[src/rtl/seg_xlate_pkg.sv]
package seg_xlate_pkg;

  typedef enum logic [1:0] {
    ACC_READ  = 2'd0,
    ACC_WRITE = 2'd1,
    ACC_EXEC  = 2'd2,
    ACC_RSVD  = 2'd3
  } acc_t;

  typedef enum logic [1:0] {
    FLT_NONE   = 2'd0,
    FLT_SEGINV = 2'd1,
    FLT_BOUNDS = 2'd2,
    FLT_PERM   = 2'd3
  } flt_t;

  localparam int PERM_W = 3;

endpackage

[src/rtl/seg_table.sv]
module seg_table #(
  parameter int SEG_W  = 3,
  parameter int ADDR_W = 32,
  localparam int NSEG  = 1 << SEG_W
) (
  input  logic                              clk,
  input  logic                              rst,
  input  logic                              wr_en,
  input  logic [SEG_W-1:0]                  wr_idx,
  input  logic [ADDR_W-1:0]                 wr_base,
  input  logic [ADDR_W-1:0]                 wr_limit,
  input  logic [seg_xlate_pkg::PERM_W-1:0]  wr_perm,
  input  logic                              wr_valid,
  input  logic [SEG_W-1:0]                  rd_idx,
  output logic [ADDR_W-1:0]                 rd_base,
  output logic [ADDR_W-1:0]                 rd_limit,
  output logic [seg_xlate_pkg::PERM_W-1:0]  rd_perm,
  output logic                              rd_valid
);

  // Descriptor storage: no reset, so it can map onto distributed RAM.
  logic [ADDR_W-1:0]                base_mem  [NSEG];
  logic [ADDR_W-1:0]                limit_mem [NSEG];
  logic [seg_xlate_pkg::PERM_W-1:0] perm_mem  [NSEG];
  // Valid flags are flops with reset so that every descriptor starts invalid.
  logic [NSEG-1:0]                  valid_q;

  always_ff @(posedge clk) begin
    if (wr_en) begin
      base_mem[wr_idx]  <= wr_base;
      limit_mem[wr_idx] <= wr_limit;
      perm_mem[wr_idx]  <= wr_perm;
    end
  end

  always_ff @(posedge clk) begin
    if (rst) begin
      valid_q <= '0;
    end else if (wr_en) begin
      valid_q[wr_idx] <= wr_valid;
    end
  end

  assign rd_base  = base_mem[rd_idx];
  assign rd_limit = limit_mem[rd_idx];
  assign rd_perm  = perm_mem[rd_idx];
  assign rd_valid = valid_q[rd_idx];

  // a write reaches exactly the addressed descriptor on the next edge.
  for (genvar gi = 0; gi < NSEG; gi++) begin : g_entry_chk
    p_write_lands_r2: assert property (@(posedge clk) disable iff (rst)
      (wr_en && wr_idx == SEG_W'(gi)) |=>
        (base_mem[gi] == $past(wr_base) && limit_mem[gi] == $past(wr_limit) &&
         perm_mem[gi] == $past(wr_perm) && valid_q[gi] == $past(wr_valid)));
    p_other_kept_r2: assert property (@(posedge clk) disable iff (rst)
      (wr_en && wr_idx != SEG_W'(gi)) |=> $stable(valid_q[gi]));
  end

endmodule

[src/rtl/seg_check.sv]
module seg_check #(
  parameter int ADDR_W = 32,
  parameter int OFF_W  = 29
) (
  input  logic [OFF_W-1:0]                  offset,
  input  logic [1:0]                        acc,
  input  logic [ADDR_W-1:0]                 base,
  input  logic [ADDR_W-1:0]                 limit,
  input  logic [seg_xlate_pkg::PERM_W-1:0]  perm,
  input  logic                              seg_valid,
  output logic [ADDR_W-1:0]                 paddr,
  output logic [1:0]                        code
);
  import seg_xlate_pkg::*;

  logic [ADDR_W-1:0] off_ext;
  logic              in_bounds;
  logic              allowed;
  flt_t              code_e;

  assign off_ext   = ADDR_W'(offset);
  assign in_bounds = off_ext < limit;

  always_comb begin
    unique case (acc_t'(acc))
      ACC_READ:  allowed = perm[0];
      ACC_WRITE: allowed = perm[1];
      ACC_EXEC:  allowed = perm[2];
      default:   allowed = 1'b0;
    endcase
  end

  // Priority: invalid segment, then bounds, then rights.
  always_comb begin
    if (!seg_valid)      code_e = FLT_SEGINV;
    else if (!in_bounds) code_e = FLT_BOUNDS;
    else if (!allowed)   code_e = FLT_PERM;
    else                 code_e = FLT_NONE;
  end

  assign code  = code_e;
  assign paddr = (code_e == FLT_NONE) ? base + off_ext : '0;

  // A granted access must be inside the segment and carry the right.
  always_comb begin
    if (code_e == FLT_NONE) begin
      p_grant_in_bounds_r4: assert (seg_valid && (off_ext < limit));
      p_grant_permitted_r5: assert (acc != 2'd3 && perm[acc] == 1'b1);
    end
  end

endmodule

[src/rtl/seg_xlate.sv]
module seg_xlate #(
  parameter int VA_W   = 32,
  parameter int SEG_W  = 3,
  parameter int ADDR_W = 32,
  localparam int OFF_W = VA_W - SEG_W
) (
  input  logic              clk,
  input  logic              rst,
  input  logic              req_valid,
  input  logic [VA_W-1:0]   req_vaddr,
  input  logic [1:0]        req_acc,
  input  logic              tw_en,
  input  logic [SEG_W-1:0]  tw_idx,
  input  logic [ADDR_W-1:0] tw_base,
  input  logic [ADDR_W-1:0] tw_limit,
  input  logic [2:0]        tw_perm,
  input  logic              tw_valid,
  output logic              rsp_valid,
  output logic [ADDR_W-1:0] rsp_paddr,
  output logic              rsp_fault,
  output logic [1:0]        rsp_code
);
  import seg_xlate_pkg::*;

  logic [SEG_W-1:0]  seg_num;
  logic [OFF_W-1:0]  seg_off;
  logic [ADDR_W-1:0] d_base, d_limit, x_paddr;
  logic [PERM_W-1:0] d_perm;
  logic              d_valid;
  logic [1:0]        x_code;

  assign seg_num = req_vaddr[VA_W-1 -: SEG_W];
  assign seg_off = req_vaddr[OFF_W-1:0];

  seg_table #(.SEG_W(SEG_W), .ADDR_W(ADDR_W)) u_table (
    .clk      (clk),
    .rst      (rst),
    .wr_en    (tw_en),
    .wr_idx   (tw_idx),
    .wr_base  (tw_base),
    .wr_limit (tw_limit),
    .wr_perm  (tw_perm),
    .wr_valid (tw_valid),
    .rd_idx   (seg_num),
    .rd_base  (d_base),
    .rd_limit (d_limit),
    .rd_perm  (d_perm),
    .rd_valid (d_valid)
  );

  seg_check #(.ADDR_W(ADDR_W), .OFF_W(OFF_W)) u_check (
    .offset    (seg_off),
    .acc       (req_acc),
    .base      (d_base),
    .limit     (d_limit),
    .perm      (d_perm),
    .seg_valid (d_valid),
    .paddr     (x_paddr),
    .code      (x_code)
  );

  always_ff @(posedge clk) begin
    if (rst) begin
      rsp_valid <= 1'b0;
      rsp_paddr <= '0;
      rsp_fault <= 1'b0;
      rsp_code  <= FLT_NONE;
    end else begin
      rsp_valid <= req_valid;
      if (req_valid) begin
        rsp_paddr <= x_paddr;
        rsp_fault <= (x_code != FLT_NONE);
        rsp_code  <= x_code;
      end
    end
  end

  p_rsp_after_req_r1: assert property (@(posedge clk) disable iff (rst)
    req_valid |=> rsp_valid);
  p_quiet_no_req_r9: assert property (@(posedge clk) disable iff (rst)
    !req_valid |=> !rsp_valid);
  p_hold_no_req_r9: assert property (@(posedge clk) disable iff (rst)
    !req_valid |=> ($stable(rsp_paddr) && $stable(rsp_code) && $stable(rsp_fault)));
  p_fault_zero_addr_r4: assert property (@(posedge clk) disable iff (rst)
    rsp_fault |-> rsp_paddr == '0);
  p_invalid_first_r6: assert property (@(posedge clk) disable iff (rst)
    (req_valid && !d_valid) |=> (rsp_code == FLT_SEGINV));
  p_bounds_before_perm_r7: assert property (@(posedge clk) disable iff (rst)
    (req_valid && d_valid && ADDR_W'(seg_off) >= d_limit) |=> (rsp_code == FLT_BOUNDS));

endmodule

[config.mk]
export PLATFORM = sky130hd
export DESIGN_NAME = seg_xlate
export DESIGN_NICKNAME = d
export VERILOG_FILES = /design/src/rtl/seg_xlate_pkg.sv /design/src/rtl/seg_table.sv /design/src/rtl/seg_check.sv /design/src/rtl/seg_xlate.sv
export SDC_FILE = /design/constraint.sdc
export NUM_CORES = 1
export LEC_CHECK = 0
export BUFFER_PORTS_ARGS = -buffer_cell sky130_fd_sc_hd__buf_2
export CAP_MARGIN = 20
export CORE_UTILIZATION = 62
export CTS_BUF_LIST = sky130_fd_sc_hd__clkbuf_4
export CTS_CLUSTER_SIZE = 8
export DETAILED_ROUTE_END_ITERATION = 6
export GPL_TIMING_DRIVEN = 0
export PLACE_DENSITY_LB_ADDON = 0.12
export RECOVER_POWER = 50
export SETUP_SLACK_MARGIN = 0.05
export SLEW_MARGIN = 40
export SYNTH_ARGS = -nofsm -noshare
export SYNTH_HDL_FRONTEND = slang
export SYNTH_SLANG_ARGS = --single-unit
export TNS_END_PERCENT = 10
[constraint.sdc]
create_clock -name clk -period 15.5 [get_ports clk]
set_input_delay 2.325 -clock clk [delete_from_list [all_inputs] [get_ports clk]]
set_output_delay 2.325 -clock clk [all_outputs]
set_load 0.02 [all_outputs]
**After elaboration in Yosys (flattened, before gate mapping)**

Memories as Yosys holds them, arrays and structs flattened.
Cells that the tools add are included.

- Bits in registers: 44
- Bits in writable memories: 536
- Input port bits: 109
- Output and inout bits: 36
- Word-level logic and storage cells: 31
- Memories: 3

Memory list:

| memory | depth | bits a word | rd ports | clocked after memory_dff | write ports | line | source |
|---|---|---|---|---|---|---|---|
| u_table.base_mem | 8 | 32 | 1 | 0 | 1 | seg_table.sv:22 | `logic [ADDR_W-1:0] base_mem [NSEG];` |
| u_table.limit_mem | 8 | 32 | 1 | 0 | 1 | seg_table.sv:23 | `logic [ADDR_W-1:0] limit_mem [NSEG];` |
| u_table.perm_mem | 8 | 3 | 1 | 0 | 1 | seg_table.sv:24 | `logic [seg_xlate_pkg::PERM_W-1:0] perm_mem [NSEG];` |

- Add/subtract/negate cells: 1
- Magnitude comparators: 4
- Equal/unequal tests: 2
- Muxes and demuxes: 12
- Reductions and logical operators: 4

Operator list:

| cell | count |
|---|---|
| 32-bit by 29-bit adder with 32-bit output | 1 |
| 29-bit by 32-bit < comparator with 1-bit output | 1 |
| 32-bit 2-to-1 mux | 1 |
| 8-bit bitwise mux | 1 |
| 3-bit by 4-bit < comparator with 1-bit output, second input constant | 2 |
| 2-bit 2-to-1 mux | 3 |
| 2-bit logical NOT | 2 |
| 1-bit 2-to-1 mux | 4 |
| 1-bit binary-select mux with 3-bit select | 1 |
| 1-bit demux with 3-bit select | 1 |
| 3-bit by 1-bit >= comparator with 1-bit output, second input constant | 1 |
| 1-bit case mux with 3 select lines | 1 |
| 2-bit by 1-bit equality test with 1-bit output, second input constant | 1 |
| 2-bit equality test, second input constant | 1 |
| 2-bit nonzero test | 1 |
| 1-bit logical AND | 1 |

**Depth between registers and ports, before layout**

- Depth after elaboration: 7
- Mapped depth: 17
- Mapped depth without buffers: 13

**Modules after synthesis**

A second synthesis with hierarchy kept.

- Cells, all modules: 1293
- Area, all modules: 24367.1 um2

By module, submodules not included:

| module | instances | cells each | area an instance (um2) |
|---|---|---|---|
| seg_table | 1 | 816 | 20504.7 |
| seg_check | 1 | 361 | 2563.7 |
| seg_xlate | 1 | 116 | 1298.7 |

**Worst setup path after synthesis**

OpenSTA, ideal clock, no wires.

- Kind: input to register
- From: in tw_idx[0]
- To: reg u_table.valid_q[0]
- Library setup time: 0.128 ns
- Arrival: 7.699 ns
- Required time: 15.372 ns
- Path slack: 7.673 ns
- Stages on the path: 4
- Cells stage by stage: nand2b_1 -> nor3_1 -> mux2i_1 -> nor2_1

- Word-level cells in the longest chain between the ends: 5
- Elaborated cells between the ends (all ways): 6
- Classes of those cells: order compare: 2; mux: 3; reduce/logical: 1

RTL lines:

| element | line | source |
|---|---|---|
| start: declaration | seg_xlate.sv:13 | `input logic [SEG_W-1:0] tw_idx,` |
| 3-bit by 4-bit < comparator with 1-bit output (implied by the code) / 3-bit by 1-bit >= comparator with 1-bit output (equally long branches) | seg_table.sv:40 | `valid_q[wr_idx] <= wr_valid;` |
| 1-bit logical AND (implied by the code) | seg_table.sv:40 |  |
| 1-bit 2-to-1 mux (implied by the code) | seg_table.sv:40 |  |
| 1-bit demux with 3-bit select * | n/a |  |
| 8-bit bitwise mux * | seg_table.sv:40 |  |
| end signal: indexed assignment | seg_table.sv:40 |  |
| end: declaration | seg_table.sv:26 | `logic [NSEG-1:0] valid_q;` |

Mark *: on every way between the ends. The rest lies on a longest branch, timed or not.
A chain may end at the register's enable or synchronous reset.

**Worst setup path in the final report**

- From: in req_vaddr[30]
- To: reg rsp_paddr[29]

- Word-level cells in the longest chain between the ends: 7
- Elaborated cells between the ends (all ways): 13
- Classes of those cells: add/sub: 1; order compare: 1; mux: 7; reduce/logical: 1; memory: 3

RTL lines:

| element | line | source |
|---|---|---|
| start: declaration | seg_xlate.sv:10 | `input logic [VA_W-1:0] req_vaddr,` |
| parallel branches: the longest is 6 deep, another holds memory 8 x 32 bit | n/a |  |
| 32-bit 2-to-1 mux * | seg_check.sv:42 | `assign paddr = (code_e == FLT_NONE) ? base + off_ext : '0;` |
| end signal: assignment | seg_xlate.sv:71 | `rsp_paddr <= x_paddr;` |
| end: declaration | seg_xlate.sv:19 | `output logic [ADDR_W-1:0] rsp_paddr,` |

Mark *: on every way between the ends. The select of a mux whose other input is x is not followed.

==> impl_metrics.tcl <==
set metrics [dict create \
    detail_route.vias_per_cell 6.03 \
    cts_resized 0 \
    min_from "u_table.valid_q[7]$_SDFFE_PP0P_" \
    ios 145 \
    clock_latency_ns 0.83 \
    wl_met3_mm 4.40 \
    synthArstFlopShare 0 \
    holdPathStages 2 \
    drc 0 \
    synth.area.top_cells "edfxtp_1, mux4_2, dfxtp_1" \
    rsz0062_at_grt "no" \
    die_x_um 197 \
    grt_max_degree 17 \
    synth_seq_cells 580 \
    synth_top_area_cell "edfxtp_1" \
    status "complete, no violations" \
    hold_viol 0 \
    initial_core_util 0.629 \
    firstDrtPassIters 7 \
    worst-path-buf-inv 7 \
    layout-area-overhead-vs-synth_pct 15.9 \
    nNetsFinal 1780 \
    maxCapViolations 0 \
    worstSetupStartpoint "req_vaddr[30]" \
    max_freq_mhz 148 \
    die_area_sq_um 38900 \
    crit_fanout 10 \
    cp.required_ns 16.24 \
    dpl_cell_area_sq_um 25900 \
    hold_buffers 0 \
    max_stage_delay_ns 0.69 \
    rr_startpoint "u_table.base_mem[1][1]$_DFFE_PP_" \
    grt_pass1_wl_mm 81.2 \
    place.gp.congestion 0.873 \
    stdcell_area_sq_um 27400 \
    syn_area_sq_um 23600 \
    crit_path_frequent_cell "buf_2" \
    fp.dieH_um 197 \
    initialDrtViolationCount 1190 \
    timing.setup.tns_ns 0 \
    vdd_ir_drop_max_uv 78.1 \
    path_cells "buf_2, buf_6, buf_2, buf_2, clkbuf_1, clkbuf_1, mux4_2, mux2i_1, ha_1, a21o_1, a21o_1, a221o_1, o31ai_4, a21oi_2, nor3_4, buf_2, nand4_1, nand3_1" \
    worstSetupPathType "in -> reg" \
    cp_slowest_cell "clkbuf_1" \
    htree_levels 4 \
    worst_pin_slew_ns 1.31 \
    cts_buffer_depth 3 \
    critPathTopFamily "buffers and inverters" \
    cts_tree "built" \
    clk_pin_slew_worst_paths_ns 0.06 \
    wl_mm 54.8 \
    synth.top_cell.area_share 0.681 \
    wl_met2_mm 26.6 \
    synth_edf_count 536 \
    grt_antenna_before_repair 9 \
    cp-start-kind "input pin" \
    skew_ns 0.0428 \
    worstSetupEndpointType "register" \
    core-area_sq_um 37600 \
    grt_pass1_vias 13601 \
    p_leak_nw 9.75 \
    fin_crit_sh 0.436 \
    wl_per_cell_um 24.7 \
    drive_gt1_frac 0.304 \
    rrSetupSlack_ns 11.80 \
    timing.reg2reg.worst_path_depth 12 \
    synth-seq-area-share 0.718 \
    routed.top_layer "met5" \
    setup_violations 0 \
    vias 13369 \
    synth_cell_types 60 \
    cts_setup_buffers 0 \
    cts_num_sinks 580 \
    rows 71 \
    synthFlopType "edfxtp_1" \
    power_density_nw_per_um2 118 \
    yosysWarnings 0 \
    slew_violations 0 \
    crit_cells 18 \
    fin_crit_ns 6.75 \
    synthesis.nets 1434 \
    synth.avg_cell_area_sq_um 18.7 \
    io_buffers 143 \
    synthCells 1267 \
    grt_overflow 0 \
    grt.total_usage 0.293 \
    wl_met1_mm 22.3 \
    hold_class "reg -> reg" \
    dp_hpwl_mm 38.5 \
    critPathArrivalTime_ns 7.49 \
    root_buffer "clkbuf_4" \
    ant_nets 0 \
    slew_headroom 0.124 \
    cts_buffers 144 \
]
-- flip-flops by register name, summed over array words and instances (netlist names) --
name               cells
rsp_code               2
u_table.perm_mem      24
u_table.valid_q        8
u_table.limit_mem    256
rsp_fault              1
rsp_valid              1
u_table.base_mem     256
rsp_paddr             32
-- layout by cell type, fill, tap and decap left out, types with 7 or more instances in the layout --
cell type,count
edfxtp_1,536
clkbuf_4,209
mux4_2,131
nand2_1,115
buf_2,101
clkbuf_1,96
ha_1,57
a21oi_1,44
dfxtp_1,44
mux2i_1,38
nor2_1,30
a22o_1,27
a21o_1,19
buf_4,17
nor3_1,16
xnor2_1,16
clkinv_1,16
buf_16,16
o21ai_0,15
nand3_1,13
buf_8,13
xor2_1,9
inv_2,8
nand4_1,8
nand2b_1,7
-- power breakdown --
part	leakage, nW	switching [mW]	internal (mW)
sequential	5.22	0.0115	1.76
clock	1.02	0.561	0.610
combinational	3.50	0.175	0.126
total	9.75	0.747	2.49
-- metal layers --
metal / up-vias / global-route usage
li1: 5938 / -
met1: 6741 / 0.401
met2: 588 / 0.459
met3: 96 / 0.0755
met4: 6 / 0.112
met5: - / 0
-- cells by family (layout without fill, tap and decap cells) --
group           Yosys count  after routing  synth area share
mux                     170            170             0.141
buf+inv                  58            490            0.0110
compound gates          157            157            0.0467
other cells               0              6                 0
fa+ha+maj                58             58            0.0310
simple gates            219            219            0.0424
xor+xnor                 25             25           0.00926
flops                   580            580             0.718
-- tightest hold or removal path, cell delays in order, from the launching register on --
cell and delay [ns]:
dfxtp_1 0.31, o21ai_0 0.07, a21oi_1 0.06
-- final timing paths --
check,to
max reg2reg,rsp_paddr[29]$_SDFFE_PP0P_
min reg2reg,u_table.valid_q[7]$_SDFFE_PP0P_
max,rsp_paddr[29]$_SDFFE_PP0P_
min,u_table.valid_q[7]$_SDFFE_PP0P_
-- per-stage QoR --
stage,hold slack [ns],setup slack (ns),power [mW],std cells,utilization
finish,0.481,8.75,3.24,2216,0.729
global route,0.506,8.57,3.37,2215,0.729
CTS,0.477,8.78,3.27,2210,0.733
detailed placement,0.461,7.92,2.11,1978,0.689
global placement,0.461,2.49,2.09,1921,0.665
floorplan,0.451,7.67,1.99,1267,-
-- Yosys cell counts, drive strengths merged, types with 3 or more instances --
| cell type | number |
|---|---|
| a21oi | 46 |
| mux4 | 131 |
| nor2 | 32 |
| nand4 | 8 |
| dfxtp | 44 |
| o21ai | 18 |
| buf | 25 |
| and4 | 3 |
| a211o | 3 |
| mux2i | 38 |
| nand3 | 13 |
| nand2 | 115 |
| nor3 | 17 |
| or2 | 5 |
| xor2 | 9 |
| a22o | 27 |
| ha | 57 |
| o31ai | 3 |
| inv | 7 |
| and3 | 4 |
| a2111oi | 4 |
| a211oi | 6 |
| a31oi | 5 |
| and2 | 4 |
| o21bai | 3 |
| o21a | 6 |
| nor2b | 4 |
| or3 | 3 |
| xnor2 | 16 |
| a21o | 19 |
| o211ai | 4 |
| edfxtp | 536 |
| clkbuf | 26 |
| nand2b | 7 |
-- layout make-up --
cell class                      instances  area, sq um
Antenna cell                            6         15.0
Buffer                                 51          238
Clock buffer                          209         1570
Clock inverter                         23         86.3
Fill cell                            2434        10200
Inverter                                7         26.3
Multi-Input combinational cell        629         6410
Sequential cell                       580        17000
Tap cell                              511          639
Timing Repair Buffer                  200         1440
No activity file was read; power rests on OpenSTA's default activity.
